--- src/rtl/mfs_pkg.sv ---
`timescale 1ns/1ps
package mfs_pkg;
  localparam logic [1:0]  HDR_CTRL   = 2'b10;
  localparam logic [63:0] SYNC_WORD  = 64'h78F6_78F6_78F6_78F6;
  localparam logic [7:0]  SCR_TYPE   = 8'h28;
  localparam logic [7:0]  DIAG_TYPE  = 8'h19;
  localparam logic [55:0] SKIP_BODY  = 56'h1E_8585_8585_8585;

  typedef enum logic [1:0] {
    ST_HUNT    = 2'd0,
    ST_CONFIRM = 2'd1,
    ST_TRACK   = 2'd2
  } sync_state_t;

  typedef enum logic [2:0] {
    SL_SYNC = 3'd0,
    SL_SCR  = 3'd1,
    SL_SKIP = 3'd2,
    SL_BODY = 3'd3,
    SL_DIAG = 3'd4
  } slot_t;

  typedef struct packed {
    logic is_sync;
    logic is_scr;
    logic is_skip;
    logic is_diag;
  } word_kind_t;
endpackage

--- src/rtl/mfs_word_decode.sv ---
`timescale 1ns/1ps
module mfs_word_decode
  import mfs_pkg::*;
(
  input  logic [1:0]  hdr,
  input  logic [63:0] data,
  output word_kind_t  kind
);
  logic is_ctl;
  assign is_ctl = (hdr == HDR_CTRL);

  always_comb begin
    kind.is_sync = is_ctl && (data == SYNC_WORD);
    kind.is_scr  = is_ctl && (data[63:56] == SCR_TYPE);
    kind.is_skip = is_ctl && (data[63:8] == SKIP_BODY);
    kind.is_diag = is_ctl && (data[63:56] == DIAG_TYPE);
  end
endmodule

--- src/rtl/mfs_slot_tracker.sv ---
`timescale 1ns/1ps
module mfs_slot_tracker
  import mfs_pkg::*;
#(
  parameter int MF_LEN = 2048
) (
  input  logic  clk,
  input  logic  rst,
  input  logic  clear,
  input  logic  restart,
  input  logic  advance,
  output slot_t slot
);
  localparam int PW = $clog2(MF_LEN);
  localparam logic [PW-1:0] LAST = PW'(MF_LEN - 1);

  logic [PW-1:0] pos_q;

  always_ff @(posedge clk) begin
    if (rst || clear) begin
      pos_q <= '0;
    end else if (restart) begin
      pos_q <= PW'(1);
    end else if (advance) begin
      pos_q <= (pos_q == LAST) ? '0 : pos_q + PW'(1);
    end
  end

  always_comb begin
    if (pos_q == '0)             slot = SL_SYNC;
    else if (pos_q == PW'(1))    slot = SL_SCR;
    else if (pos_q == PW'(2))    slot = SL_SKIP;
    else if (pos_q == LAST)      slot = SL_DIAG;
    else                         slot = SL_BODY;
  end
endmodule

--- src/rtl/mfs_lock_ctrl.sv ---
`timescale 1ns/1ps
module mfs_lock_ctrl
  import mfs_pkg::*;
#(
  parameter int LOCK_GOOD    = 4,
  parameter int SYNC_BAD_MAX = 4,
  parameter int SCR_BAD_MAX  = 3
) (
  input  logic       clk,
  input  logic       rst,
  input  logic       blk_valid,
  input  logic       blk_lock,
  input  word_kind_t kind,
  input  slot_t      slot,
  output logic       seek_clear,
  output logic       seek_restart,
  output logic       seek_advance,
  output logic       mf_start,
  output logic       mf_locked,
  output logic       struct_err,
  output logic       sync_err,
  output logic       skip_mis,
  output logic       skip_miss
);
  localparam int GW = $clog2(LOCK_GOOD + 1);
  localparam int SW = $clog2(SYNC_BAD_MAX + 1);
  localparam int CW = $clog2(SCR_BAD_MAX + 1);

  sync_state_t   st_q, st_n;
  logic [GW-1:0] good_q, good_n;
  logic [SW-1:0] sbad_q, sbad_n;
  logic [CW-1:0] cbad_q, cbad_n;
  logic start_n, struct_n, serr_n, mis_n, miss_n, drop;

  always_comb begin
    st_n         = st_q;
    good_n       = good_q;
    sbad_n       = sbad_q;
    cbad_n       = cbad_q;
    seek_clear   = 1'b0;
    seek_restart = 1'b0;
    seek_advance = 1'b0;
    start_n      = 1'b0;
    struct_n     = 1'b0;
    serr_n       = 1'b0;
    mis_n        = 1'b0;
    miss_n       = 1'b0;
    drop         = 1'b0;

    if (!blk_lock) begin
      st_n       = ST_HUNT;
      good_n     = '0;
      sbad_n     = '0;
      cbad_n     = '0;
      seek_clear = 1'b1;
      serr_n     = 1'b1;
    end else if (blk_valid) begin
      unique case (st_q)
        ST_HUNT: begin
          if (kind.is_sync) begin
            st_n         = ST_CONFIRM;
            good_n       = GW'(1);
            seek_restart = 1'b1;
          end
        end
        ST_CONFIRM: begin
          if (slot == SL_SYNC) begin
            if (kind.is_sync) begin
              seek_advance = 1'b1;
              if (good_q == GW'(LOCK_GOOD - 1)) begin
                st_n    = ST_TRACK;
                start_n = 1'b1;
                good_n  = '0;
                sbad_n  = '0;
                cbad_n  = '0;
              end else begin
                good_n = good_q + GW'(1);
              end
            end else begin
              st_n       = ST_HUNT;
              good_n     = '0;
              seek_clear = 1'b1;
            end
          end else if (kind.is_sync) begin
            seek_restart = 1'b1;
            good_n       = GW'(1);
          end else begin
            seek_advance = 1'b1;
          end
        end
        ST_TRACK: begin
          seek_advance = 1'b1;
          unique case (slot)
            SL_SYNC: begin
              start_n = 1'b1;
              if (kind.is_sync) begin
                sbad_n = '0;
              end else begin
                serr_n = 1'b1;
                sbad_n = sbad_q + SW'(1);
                if (sbad_q == SW'(SYNC_BAD_MAX - 1)) drop = 1'b1;
              end
            end
            SL_SCR: begin
              if (kind.is_scr) begin
                cbad_n = '0;
              end else begin
                struct_n = 1'b1;
                cbad_n   = cbad_q + CW'(1);
                if (cbad_q == CW'(SCR_BAD_MAX - 1)) drop = 1'b1;
              end
            end
            SL_SKIP: miss_n   = !kind.is_skip;
            SL_BODY: mis_n    = kind.is_skip;
            SL_DIAG: struct_n = !kind.is_diag;
            default: ;
          endcase
          if (drop) begin
            st_n       = ST_HUNT;
            good_n     = '0;
            sbad_n     = '0;
            cbad_n     = '0;
            seek_clear = 1'b1;
            start_n    = 1'b0;
          end
        end
        default: begin
          st_n       = ST_HUNT;
          seek_clear = 1'b1;
        end
      endcase
    end
  end

  always_ff @(posedge clk) begin
    if (rst) begin
      st_q       <= ST_HUNT;
      good_q     <= '0;
      sbad_q     <= '0;
      cbad_q     <= '0;
      mf_start   <= 1'b0;
      mf_locked  <= 1'b0;
      struct_err <= 1'b0;
      sync_err   <= 1'b0;
      skip_mis   <= 1'b0;
      skip_miss  <= 1'b0;
    end else begin
      st_q       <= st_n;
      good_q     <= good_n;
      sbad_q     <= sbad_n;
      cbad_q     <= cbad_n;
      mf_start   <= start_n;
      mf_locked  <= (st_n == ST_TRACK);
      struct_err <= struct_n;
      sync_err   <= serr_n;
      skip_mis   <= mis_n;
      skip_miss  <= miss_n;
    end
  end
endmodule

--- src/rtl/mfs_framer.sv ---
`timescale 1ns/1ps
module mfs_framer
  import mfs_pkg::*;
#(
  parameter int MF_LEN       = 2048,
  parameter int LOCK_GOOD    = 4,
  parameter int SYNC_BAD_MAX = 4,
  parameter int SCR_BAD_MAX  = 3
) (
  input  logic        clk,
  input  logic        rst,
  input  logic        blk_valid,
  input  logic [1:0]  blk_hdr,
  input  logic [63:0] blk_data,
  input  logic        blk_lock_in,
  output logic        mf_start,
  output logic        mf_locked,
  output logic        mf_struct_err,
  output logic        sync_word_err,
  output logic        skip_misplaced,
  output logic        skip_missing
);
  word_kind_t kind;
  slot_t      slot;
  logic       seek_clear, seek_restart, seek_advance;

  mfs_word_decode u_decode (
    .hdr  (blk_hdr),
    .data (blk_data),
    .kind (kind)
  );

  mfs_slot_tracker #(.MF_LEN(MF_LEN)) u_slot (
    .clk     (clk),
    .rst     (rst),
    .clear   (seek_clear),
    .restart (seek_restart),
    .advance (seek_advance),
    .slot    (slot)
  );

  mfs_lock_ctrl #(
    .LOCK_GOOD    (LOCK_GOOD),
    .SYNC_BAD_MAX (SYNC_BAD_MAX),
    .SCR_BAD_MAX  (SCR_BAD_MAX)
  ) u_ctrl (
    .clk          (clk),
    .rst          (rst),
    .blk_valid    (blk_valid),
    .blk_lock     (blk_lock_in),
    .kind         (kind),
    .slot         (slot),
    .seek_clear   (seek_clear),
    .seek_restart (seek_restart),
    .seek_advance (seek_advance),
    .mf_start     (mf_start),
    .mf_locked    (mf_locked),
    .struct_err   (mf_struct_err),
    .sync_err     (sync_word_err),
    .skip_mis     (skip_misplaced),
    .skip_miss    (skip_missing)
  );
endmodule

--- config.mk ---
export PLATFORM = sky130hd
export DESIGN_NAME = mfs_framer
export DESIGN_NICKNAME = d
export VERILOG_FILES = /design/src/rtl/mfs_pkg.sv /design/src/rtl/mfs_word_decode.sv /design/src/rtl/mfs_slot_tracker.sv /design/src/rtl/mfs_lock_ctrl.sv /design/src/rtl/mfs_framer.sv
export SDC_FILE = /design/constraint.sdc
export NUM_CORES = 1
export LEC_CHECK = 0
export BUFFER_PORTS_ARGS = -buffer_cell sky130_fd_sc_hd__buf_2
export CORE_MARGIN = 4
export CORE_UTILIZATION = 45
export DETAILED_ROUTE_END_ITERATION = 10
export GPL_TIMING_DRIVEN = 0
export PLACE_DENSITY = 0.72
export SLEW_MARGIN = 20
export SYNTH_ARGS = -nofsm -noshare
export SYNTH_HDL_FRONTEND = slang
export SYNTH_SLANG_ARGS = --single-unit
--- constraint.sdc ---
create_clock -name clk -period 5.1 [get_ports clk]
set_input_delay 0.51 -clock clk [delete_from_list [all_inputs] [get_ports clk]]
set_output_delay 0.51 -clock clk [all_outputs]
set_load 0.01 [all_outputs]
==> summary.txt, run 1 <==
Route
  • # DRC: 0
  • Starting DRT DRC Count: 168
  • Wire length per cell: 14.4 um
  • Via density per instance: 5.78
  • Post-route ant nets: 0
  • DRT Pass-1 Iters: 4
  • DR vias: 2,279
  • Routed Wire Length: 5670 um

STA
  • Fin. Hold Viols: 0
  • Slew headroom: 59.5%
  • Final number of max-transition violations: 0
  • Min Tclk post-route: 3.38 ns
  • Max Fclk: 296 MHz
  • Count of final setup violators: 0
  • RSZ-0062 raised after global routing: false
  • Least-Margin Pin Slew: 0.605 ns
  • Post-route setup slack: 1.72 ns
  • Crit share post-route: 66.2%
  • Aggregate negative setup slack: 0 ns
  • Worst clock skew: 0.00441 ns

Worst setup path
  • CP Max Fanout: 9
  • R2R Setup Slk: 2.00 ns
  • Critical setup path kind: in2reg
  • CP Capture Type: flip-flop
  • Crit path launch type: primary input
  • Worst reg2reg path depth: 10
  • Worst r2r src: u_slot.pos_q[9]$_SDFFE_PP0P_
  • Worst EP arrival: 3.54 ns
  • Reg2reg end: u_slot.pos_q[5]$_SDFFE_PP0P_
  • WP data required: 5.26 ns

Synthesis
  • Syn nets: 347
  • Mapped Area: 2110 um^2
  • Synthesized flop and latch total: 27
  • Ranking of synthesized cells by area: dfxtp_1 (26%), ha_1 (8.3%), nor2_1 (4.4%)
  • Register area share after synthesis: 25.6%
  • Share of Yosys cell area claimed by the top area cell type: 25.6%
  • Cells after Synth: 263
  • Post-synth ARST share: 0%
  • Number of synthesized flops with an enable pin: 0
  • Synth warn: 0
  • Yosys cell types: 53
  • Syn Area/Cell: 8.04 um^2
  • Top FF cell, synth: dfxtp_1
  • Yosys top cell by area: dfxtp_1

Global route
  • Grt ovf: 0
  • Grt met2 use: 32.4%
  • Pin count of the biggest net entering global routing: 17
  • Vias in the first global route: 2,175
  • Initial antenna violation count: 0
  • GRT Total Usage: 18.7%
  • GR peak layer: met2
  • First-pass GRT wire length: 9280 um
  • GRT met3 Usage: 3.43%
  • GR Layer Usage met1: 22.9%

Die
  • Die span in y: 76.6 um
  • Die footprint: 5860 um^2
  • IO Count: 76
  • Starting Density: 47.6%
  • Die Wd: 76.6 um
  • Row Count: 24
  • Core area: 4440 um^2

Placed design
  • Hpwl dp: 4650 um
  • DP Worst Slack: 1.06 ns
  • # port buffers: 75
  • GP Congestion: 0.856

Flow run
  • Max cap viols: 0

Clock network
  • Number of clock sinks: 27
  • CTS buffer count: 3
  • CTS tree: built
  • Worst-Skew Late Latency: 0.28 ns
  • H-tree depth: 1
  • Post-CTS setup buffer count: 0
  • CTS Hold Bufs: 0
  • Clk buf depth: 2
  • Post-cts resize count: 0
  • Root Driver: clkbuf_8
  • Clk slew on worst S/H paths: 0.10 ns

Min path
  • Sink of the worst hold path: u_ctrl.sync_err$_SDFF_PP0_
  • Worst hold stages: 2
  • HP Start: rst
  • Hold/Removal Path Class: in2reg

Layout
  • Final Util: 58.7%
  • Nets: 427
  • Layout overhead on the synthesized area: 23.4%
  • Share of cells above drive strength 1: 27.2%
  • Inserted Diodes: 0
  • Fill cell count: 393

Pwr
  • PD cells: 152 nW/um^2
  • Leak: 1.04 nW
  • VDD IR max: 0.000103 V

Run status
  • Outcome: finished clean
[cells in the final DEF (no fill, tap or decap), types with 6 or more instances in the layout]
cell type and count:
a21oi_1 9, buf_2 75, dfxtp_1 27, ha_1 14
inv_1 13, nand2_1 22, nand3_1 14, nand4_1 12
nand4b_1 8, nor2_1 25, nor3_1 14, nor4_1 10
nor4b_1 6, o21ai_0 8
[sequential cells by signal (all words and copies together), names as in the netlist]
signal,flops
u_slot.pos_q,11
u_ctrl.cbad_q,2
u_ctrl.good_q,3
u_ctrl.sync_err,1
u_ctrl.mf_locked,1
u_ctrl.st_q,2
u_ctrl.sbad_q,3
u_ctrl.struct_err,1
u_ctrl.mf_start,1
u_ctrl.skip_miss,1
u_ctrl.skip_mis,1
[synth_stat cells, types with 3 or more instances]
cell type  number
a21oi_1         9
and3_1          4
clkbuf_1        4
dfxtp_1        27
ha_1           14
inv_1          13
nand2_1        22
nand2b_1        4
nand3_1        14
nand4_1        12
nand4b_1        8
nand4bb_1       4
nor2_1         25
nor2b_1         5
nor3_1         14
nor4_1         10
nor4b_1         6
o21ai_0         8
o21ai_1         3
o22ai_1         4
or4_1           4
xnor2_1         5
xor2_1          5
[logic make-up after synthesis]
kind of cell    share of synthesized area (%)
simple gates                             43.7
compound gates                           14.2
buf+inv                                  4.08
xor+xnor                                 4.14
flops                                    25.6
fa+ha+maj                                8.28
[power breakdown]
group | leakage (nW) | internal [mW] | switching, mW
Combinational | 0.801 | 0.0287 | 0.0254
Clock | 0.0217 | 0.0557 | 0.0746
Sequential | 0.218 | 0.211 | 0.0000625
[worst max-delay path, stage by stage]
cell	delay, ns
buf_2	0.10
nor4b_2	0.24
nand4_1	0.15
nor4_1	0.40
nand4_1	0.32
ha_1	0.37
a21oi_1	0.06
nor3b_2	0.55
nand4_1	0.38
nor2_1	0.36
nor3_1	0.09
[layout make-up]
class | instances | area [um^2] | share of cell area (%)
Tap cell | 52 | 65.1 | 2.49
Buffer | 6 | 33.8 | 1.29
Sequential cell | 27 | 541 | 20.7
Multi-Input combinational cell | 216 | 1490 | 57.2
Timing Repair Buffer | 75 | 375 | 14.4
Clock buffer | 3 | 41.3 | 1.58
Clock inverter | 1 | 7.51 | 0.288
Inverter | 14 | 52.6 | 2.01
[worst max-delay path by stage]
stage | start | end | slack [ns] | depth (start not counted)
final | blk_data[9] | u_slot.pos_q[5]$_SDFFE_PP0P_ | 1.72 | 11
after global routing | blk_data[31] | u_slot.pos_q[5]$_SDFFE_PP0P_ | 1.38 | 11
after CTS | blk_data[9] | u_slot.pos_q[5]$_SDFFE_PP0P_ | 1.36 | 11
after detailed placement | blk_data[9] | u_slot.pos_q[3]$_SDFFE_PP0P_ | 1.06 | 11
after global placement | blk_data[9] | u_slot.pos_q[5]$_SDFFE_PP0P_ | 1.10 | 11
after floorplan | blk_data[9] | u_slot.pos_q[10]$_SDFFE_PP0P_ | 1.95 | 11
[through the flow]
step                      cell area [um^2]  std cells  hold WS (ns)  power [mW]
after detailed placement              2550        390         0.478       0.270
final                                 2610        394         0.428       0.396
after CTS                             2600        394         0.428       0.398
after global placement                2550        390         0.462       0.269
after global routing                  2610        394         0.439       0.412
after floorplan                       2110        263         0.450       0.232
[routing by layer]
metal	part of all wire, %	up-vias
li1	-	1159
met1	45	1024
met2	47	88
met3	6.6	8
met4	1.4	0
met5	0	-
No activity file was read; power rests on OpenSTA's default activity.
==> run 2: changes to the inputs <==
==> constraint.sdc (replaced) <==
create_clock -name clk -period 3.39 [get_ports clk]
set_input_delay 0.339 -clock clk [delete_from_list [all_inputs] [get_ports clk]]
set_output_delay 0.339 -clock clk [all_outputs]
set_load 0.01 [all_outputs]
==> run 2 against run 1 <==
  * Clock skew is 0.00076 ns higher
  * Combinational power rose by 51%
  * Die area is the same
  * Worst hold slack got worse by 0.16 ns
  * Total power rose by 50%
  * Via count up 0.88%
  * Cell area is 0.34% higher
  * First-iteration DRC count shrank 6.0%
  * Sequential power increased by 51%
  * Non-clock buffer count unchanged
  * Critical endpoint is now u_slot.pos_q[8]$_SDFFE_PP0P_
  * Highest routed layer unchanged
==> summary.txt, run 2 (synthesis results as in run 1) <==
Layout
  • Layout Cells excl Fill: 394 (unchanged)
  • Inserted Diodes: 0 (unchanged)
  • Top Registers: u_slot.pos_q (11), u_ctrl.good_q (3), u_ctrl.sbad_q (3)
  • Commonest non-fill, non-tap cells in the layout: buf_2 (75), dfxtp_1 (27), nor2_1 (24), nand2_1 (22)
  • Layout overhead on the synthesized area: 23.8%
  • Final Util: 58.9% (+0.20 points)
  • Max reg flops: 11 (unchanged)
  • Share of cells above drive strength 1: 27.5% (+0.29 points)
  • Nets: 427 (unchanged)
  • Reg with most FFs: u_slot.pos_q
  • Final Cell Area: 2620 um^2 (+0.34%)
  • Commonest non-fill, non-tap cell in the layout: buf_2

Worst setup path
  • Crit path launch type: primary input
  • Worst EP arrival: 3.22 ns (-0.32 ns)
  • CP Capture Type: flip-flop
  • Worst reg2reg path depth: 11 (+1)
  • Worst r2r src: u_slot.pos_q[9]$_SDFFE_PP0P_
  • CP Max Fanout: 9 (unchanged)
  • R2R Setup Slk: 0.44 ns (-1.56 ns)
  • Critical setup path kind: in2reg
  • Reg2reg end: u_slot.pos_q[8]$_SDFFE_PP0P_
  • WP data required: 3.55 ns (-1.71 ns)

Run status
  • Outcome: finished clean

STA
  • Worst clock skew: 0.00516 ns (+0.000759 ns)
  • Min Tclk post-route: 3.06 ns
  • Slew headroom: 61.6% (+2.1 points)
  • Least-Margin Pin Slew: 0.571 ns (-0.0335 ns)
  • Final number of max-transition violations: 0 (unchanged)
  • Fin. Hold Viols: 0 (unchanged)
  • Crit share post-route: 90.2%
  • Worst hold slack: 0.268 ns (-0.160 ns)
  • Aggregate negative setup slack: 0 ns (unchanged)
  • RSZ-0062 raised after global routing: false
  • Count of final setup violators: 0 (unchanged)
  • Max Fclk: 327 MHz

Route
  • DRT Pass-1 Iters: 4 (unchanged)
  • DR vias: 2,299 (+0.88%)
  • # DRC: 0 (unchanged)
  • Post-route ant nets: 0 (unchanged)
  • Wire length per cell: 14.3 um (-0.69%)
  • Routed Wire Length: 5630 um (-0.69%)
  • Starting DRT DRC Count: 158 (-6.0%)
  • Via density per instance: 5.84 (+0.88%)

Global route
  • Vias in the first global route: 2,170 (-0.23%)
  • Pin count of the biggest net entering global routing: 17 (unchanged)
  • Initial antenna violation count: 0 (unchanged)
  • First-pass GRT wire length: 9290 um (about the same)
  • GRT Total Usage: 18.7% (+0.025 points)
  • Grt ovf: 0 (unchanged)

Placed design
  • # port buffers: 75 (unchanged)
  • Dpl cells: 390 (unchanged)
  • GP Congestion: 0.856 (unchanged)
  • Hpwl dp: 4650 um (unchanged)
  • Placed Area: 2550 um^2 (unchanged)

Clock network
  • Number of clock sinks: 27 (unchanged)
  • Worst-Skew Late Latency: 0.28 ns (about the same)
  • H-tree depth: 1 (unchanged)
  • CTS tree: built
  • Clk buf depth: 2 (unchanged)
  • Clk slew on worst S/H paths: 0.10 ns (about the same)
  • CTS buffer count: 3 (unchanged)
  • Root Driver: clkbuf_8

Die
  • Starting Density: 47.6% (unchanged)
  • Die Wd: 76.6 um (unchanged)
  • Die footprint: 5860 um^2 (unchanged)
  • Core area: 4440 um^2 (unchanged)
  • IO Count: 76 (unchanged)
  • Die span in y: 76.6 um (unchanged)
  • Row Count: 24 (unchanged)

Min path
  • HP Start: rst
  • Hold/Removal Path Class: in2reg
  • Sink of the worst hold path: u_ctrl.sync_err$_SDFF_PP0_
  • Worst hold stages: 2 (unchanged)

Pwr
  • VDD IR max: 0.000155 V (+50%)
  • Leak: 1.05 nW (+0.96%)
  • PD cells: 227 nW/um^2 (+50%)

Flow run
  • Max cap viols: 0 (unchanged)
==> run 2: cell types whose count changed in the layout (fill, tap and decap cells not counted) <==
| cell | delta |
|---|---|
| nor3b_4 | +1 |
| nor2_1 | -1 |
| nor3b_2 | -1 |
| nor2_2 | +1 |
==> run 2: area by class of cell <==
class	count	area (um^2)
Fill cell	394	1830
Clock buffer	3	41.3
Inverter	14	52.6
Sequential cell	27	541
Timing Repair Buffer	75	375
Buffer	6	33.8
Tap cell	52	65.1
Clock inverter	1	7.51
Multi-Input combinational cell	216	1500
==> run 2: per-layer routing <==
metal  up-vias  share of wire, %  track usage [%]
met1      1050                44             23.1
met4         0               1.4             6.88
met2        84                48             32.3
li1       1157                 -                -
met3         8               6.6             3.43
met5         -                 0                0
==> run 2: power breakdown <==
part | switching [mW] | total (mW) | internal [mW]
Clock | 0.111 | 0.195 | 0.0837
Sequential | 0.0000941 | 0.318 | 0.318
Combinational | 0.0383 | 0.0817 | 0.0435
==> run 2: through the flow <==
step / total power, mW / worst slack, ns
after floorplan: 0.349 / 0.416
after global placement: 0.405 / -0.437
after detailed placement: 0.406 / -0.481
after CTS: 0.599 / 0.217
after global routing: 0.620 / 0.0781
final: 0.595 / 0.332
==> run 2: how the worst max path moves through the flow <==
| stage | from | endpoint | slack [ns] | cells after the start |
|---|---|---|---|---|
| 2_1_floorplan | blk_data[9] | u_slot.pos_q[6]$_SDFFE_PP0P_ | 0.42 | 11 |
| 3_3_place_gp | blk_data[9] | u_slot.pos_q[5]$_SDFFE_PP0P_ | -0.44 | 11 |
| 3_5_place_dp | blk_data[9] | u_slot.pos_q[3]$_SDFFE_PP0P_ | -0.48 | 11 |
| 4_1_cts | blk_data[9] | u_slot.pos_q[5]$_SDFFE_PP0P_ | 0.22 | 11 |
| 5_1_grt | blk_data[31] | u_slot.pos_q[3]$_SDFFE_PP0P_ | 0.08 | 11 |
| 6_report | blk_data[9] | u_slot.pos_q[8]$_SDFFE_PP0P_ | 0.33 | 12 |
==> run 2: worst max-delay path, stage by stage <==
cell and delay [ns]:
buf_2 0.10, nor4b_2 0.24, nand4_1 0.15, nor4_1 0.40, nand4_1 0.32, ha_1 0.38
a21oi_1 0.08, nor3b_4 0.41, nand4_1 0.37, nor2_1 0.23, xnor2_1 0.13, nor2_1 0.06
==> run 2: repair_timing <==
action | CTS | global route
setup endpoints to repair | 9 | 8
setup buffers | 0 | 0
gates resized for setup | 1 | 2
hold buffers | 0 | 0
==> run 3: changes to the inputs <==
--- a/config.mk
+++ b/config.mk
@@ -11,7 +11,7 @@
 export DETAILED_ROUTE_END_ITERATION = 10
 export GPL_TIMING_DRIVEN = 0
 export PLACE_DENSITY = 0.72
-export SLEW_MARGIN = 20
+export SETUP_SLACK_MARGIN = 0.4
 export SYNTH_ARGS = -nofsm -noshare
 export SYNTH_HDL_FRONTEND = slang
 export SYNTH_SLANG_ARGS = --single-unit
==> run 3 against run 2 <==
  * Via count grew 2.0%
  * Cell count rose by 1.5%
  * Clock skew rose by 0.00099 ns
  * Critical path depth stayed put
  * Sequential power barely moved
  * Non-clock buffer count grew 6
  * Wire length up 3.6%
  * Cell area rose by 1.7%
  * Total power is essentially flat
  * Global-route usage grew 0.27 points
  * Flip-flop and latch count did not move
==> summary.txt, run 3 (synthesis results as in run 1) <==
Run status
  • Outcome: finished clean

Clock network
  • CTS tree: built
  • Worst-Skew Late Latency: 0.28 ns (about the same)
  • Root Driver: clkbuf_8
  • Clk slew on worst S/H paths: 0.09 ns (about the same)
  • H-tree depth: 1 (unchanged)
  • Clk buf depth: 2 (unchanged)
  • Number of clock sinks: 27 (unchanged)
  • CTS buffer count: 3 (unchanged)

Placed design
  • # port buffers: 75 (unchanged)
  • Hpwl dp: 4650 um (unchanged)
  • Dpl cells: 390 (unchanged)
  • Placed Area: 2550 um^2 (unchanged)
  • GP Congestion: 0.856 (unchanged)

Pwr
  • VDD IR max: 0.000153 V (-1.1%)
  • PD cells: 223 nW/um^2 (-1.7%)
  • Leak: 1.08 nW (+2.7%)
  • Post-layout total power: 0.595 mW (about the same)

Route
  • Post-route ant nets: 0 (unchanged)
  • Routed Wire Length: 5830 um (+3.6%)
  • Wire length per cell: 14.6 um (+2.0%)
  • DR vias: 2,344 (+2.0%)
  • # DRC: 0 (unchanged)
  • Via density per instance: 5.86 (+0.43%)
  • DRT Pass-1 Iters: 4 (unchanged)
  • Starting DRT DRC Count: 136 (-14%)

Die
  • Die footprint: 5860 um^2 (unchanged)
  • Die Wd: 76.6 um (unchanged)
  • Die span in y: 76.6 um (unchanged)
  • IO Count: 76 (unchanged)
  • Starting Density: 47.6% (unchanged)
  • Core area: 4440 um^2 (unchanged)
  • Row Count: 24 (unchanged)

Global route
  • GRT Total Usage: 19.0% (+0.27 points)
  • First-pass GRT wire length: 9430 um (+1.5%)
  • Pin count of the biggest net entering global routing: 17 (unchanged)
  • Initial antenna violation count: 0 (unchanged)
  • Grt ovf: 0 (unchanged)
  • Vias in the first global route: 2,203 (+1.5%)

Layout
  • Fill cell count: 386 (-2.0%)
  • Nets: 433 (+1.4%)
  • Reg with most FFs: u_slot.pos_q
  • Commonest non-fill, non-tap cell in the layout: buf_2
  • Final Cell Area: 2660 um^2 (+1.7%)
  • Max reg flops: 11 (unchanged)
  • Commonest non-fill, non-tap cells in the layout: buf_2 (75), dfxtp_1 (27), nor2_1 (24), nand2_1 (22)
  • Layout Cells excl Fill: 400 (+1.5%)
  • Layout overhead on the synthesized area: 25.9%
  • Inserted Diodes: 0 (unchanged)
  • Share of cells above drive strength 1: 28.7% (+1.3 points)
  • Top Registers: u_slot.pos_q (11), u_ctrl.good_q (3), u_ctrl.sbad_q (3)

Worst setup path
  • Crit-path slowest cell: dfxtp_1
  • CP startpoint: u_slot.pos_q[9]$_SDFFE_PP0P_
  • Crit path launch type: flip-flop
  • Worst r2r src: u_slot.pos_q[9]$_SDFFE_PP0P_
  • Worst reg2reg path depth: 12 (+1)
  • Critical setup path kind: reg2reg
  • WP data required: 3.55 ns (about the same)
  • CP Capture Type: flip-flop
  • Crit-path most repeated cell: nor2_1
  • CP Max Fanout: 10 (+1)
  • Worst EP arrival: 2.94 ns (-0.28 ns)
  • Crit path cell chain: nor4_1 -> nand3_1 -> nor2_1 -> buf_4 -> ha_1 -> a21oi_1 -> nor3b_4 -> nand4_1 -> buf_4 -> nor2_1 -> xnor2_1 -> nor2_1
  • CP peak stage delay: 0.36 ns (-0.05 ns)

Flow run
  • Max cap viols: 0 (unchanged)

Min path
  • HP Start: rst
  • Hold/Removal Path Class: in2reg
  • Worst hold stages: 2 (unchanged)

STA
  • RSZ-0062 raised after global routing: false
  • Count of final setup violators: 0 (unchanged)
  • Final number of max-transition violations: 0 (unchanged)
  • Crit share post-route: 81.9% (-8.3 points)
  • Least-Margin Pin Slew: 0.585 ns (+0.0142 ns)
  • Max Fclk: 360 MHz (+10%)
  • Worst clock skew: 0.00615 ns (+0.000985 ns)
  • Aggregate negative setup slack: 0 ns (unchanged)
  • Worst hold slack: 0.265 ns (-0.00354 ns)
  • Slew headroom: 60.6% (-0.96 points)
  • Min Tclk post-route: 2.78 ns (-0.281 ns)
  • Fin. Hold Viols: 0 (unchanged)
-- run 3: changes by cell type in the layout (fill, tap and decap cells not counted), sizes merged --
cell / before / now
buf: 77 / 83
-- run 3: area by class of cell --
class	instances	area, um^2	share of cell area [%]
Clock inverter	1	7.51	0.282
Tap cell	52	65.1	2.44
Multi-Input combinational cell	216	1500	56.4
Timing Repair Buffer	81	420	15.8
Buffer	6	33.8	1.27
Clock buffer	3	41.3	1.55
Inverter	14	52.6	1.97
Sequential cell	27	541	20.3
-- run 3: path summary, 6_finish.rpt --
kind	endpoint	slack [ns]
min reg2reg	u_ctrl.sbad_q[1]$_SDFFE_PP0P_	0.48
max reg2reg	u_slot.pos_q[8]$_SDFFE_PP0P_	0.61
max	u_slot.pos_q[8]$_SDFFE_PP0P_	0.61
min	u_ctrl.st_q[0]$_SDFF_PP0_	0.26
-- run 3: worst max-delay path, delay by kind of cell (launching register included) --
| kind | cells | cell delay, ns |
|---|---|---|
| AO/OA/AOI/OAI | 1 | 0.08 |
| XOR/XNOR | 1 | 0.13 |
| adder cells (fa/ha/maj) | 1 | 0.15 |
| buffers and inverters | 2 | 0.41 |
| flip-flops | 1 | 0.36 |
| AND/OR/NAND/NOR | 7 | 1.52 |
-- run 3: through the flow --
step                      worst slack [ns]  utilization [%]
after detailed placement            -0.481             57.5
after global placement              -0.437             57.5
after global routing                 0.429             59.9
after CTS                            0.500             59.2
final                                0.613             59.9
after floorplan                      0.416                -
-- run 3: per-layer routing --
metal / track usage [%] / vias to the layer above / share of wire, %
met5: 0 / - / 0
li1: - / 1172 / -
met1: 23.1 / 1069 / 44
met3: 3.43 / 9 / 6.4
met2: 33.4 / 94 / 48
met4: 6.70 / 0 / 1.6
-- run 3: timing repair --
item,CTS,global route
hold buffers,0,0
endpoints found under the setup margin,10,9
buffers inserted,2,4
gates resized for setup,3,0
pin swaps,1,2
hold endpoints to repair,0,0
-- run 3: where the power goes --
group	internal, mW	switching [mW]
registers	0.318	0.0000941
logic	0.0435	0.0383
clock network	0.0838	0.111
total	0.445	0.150
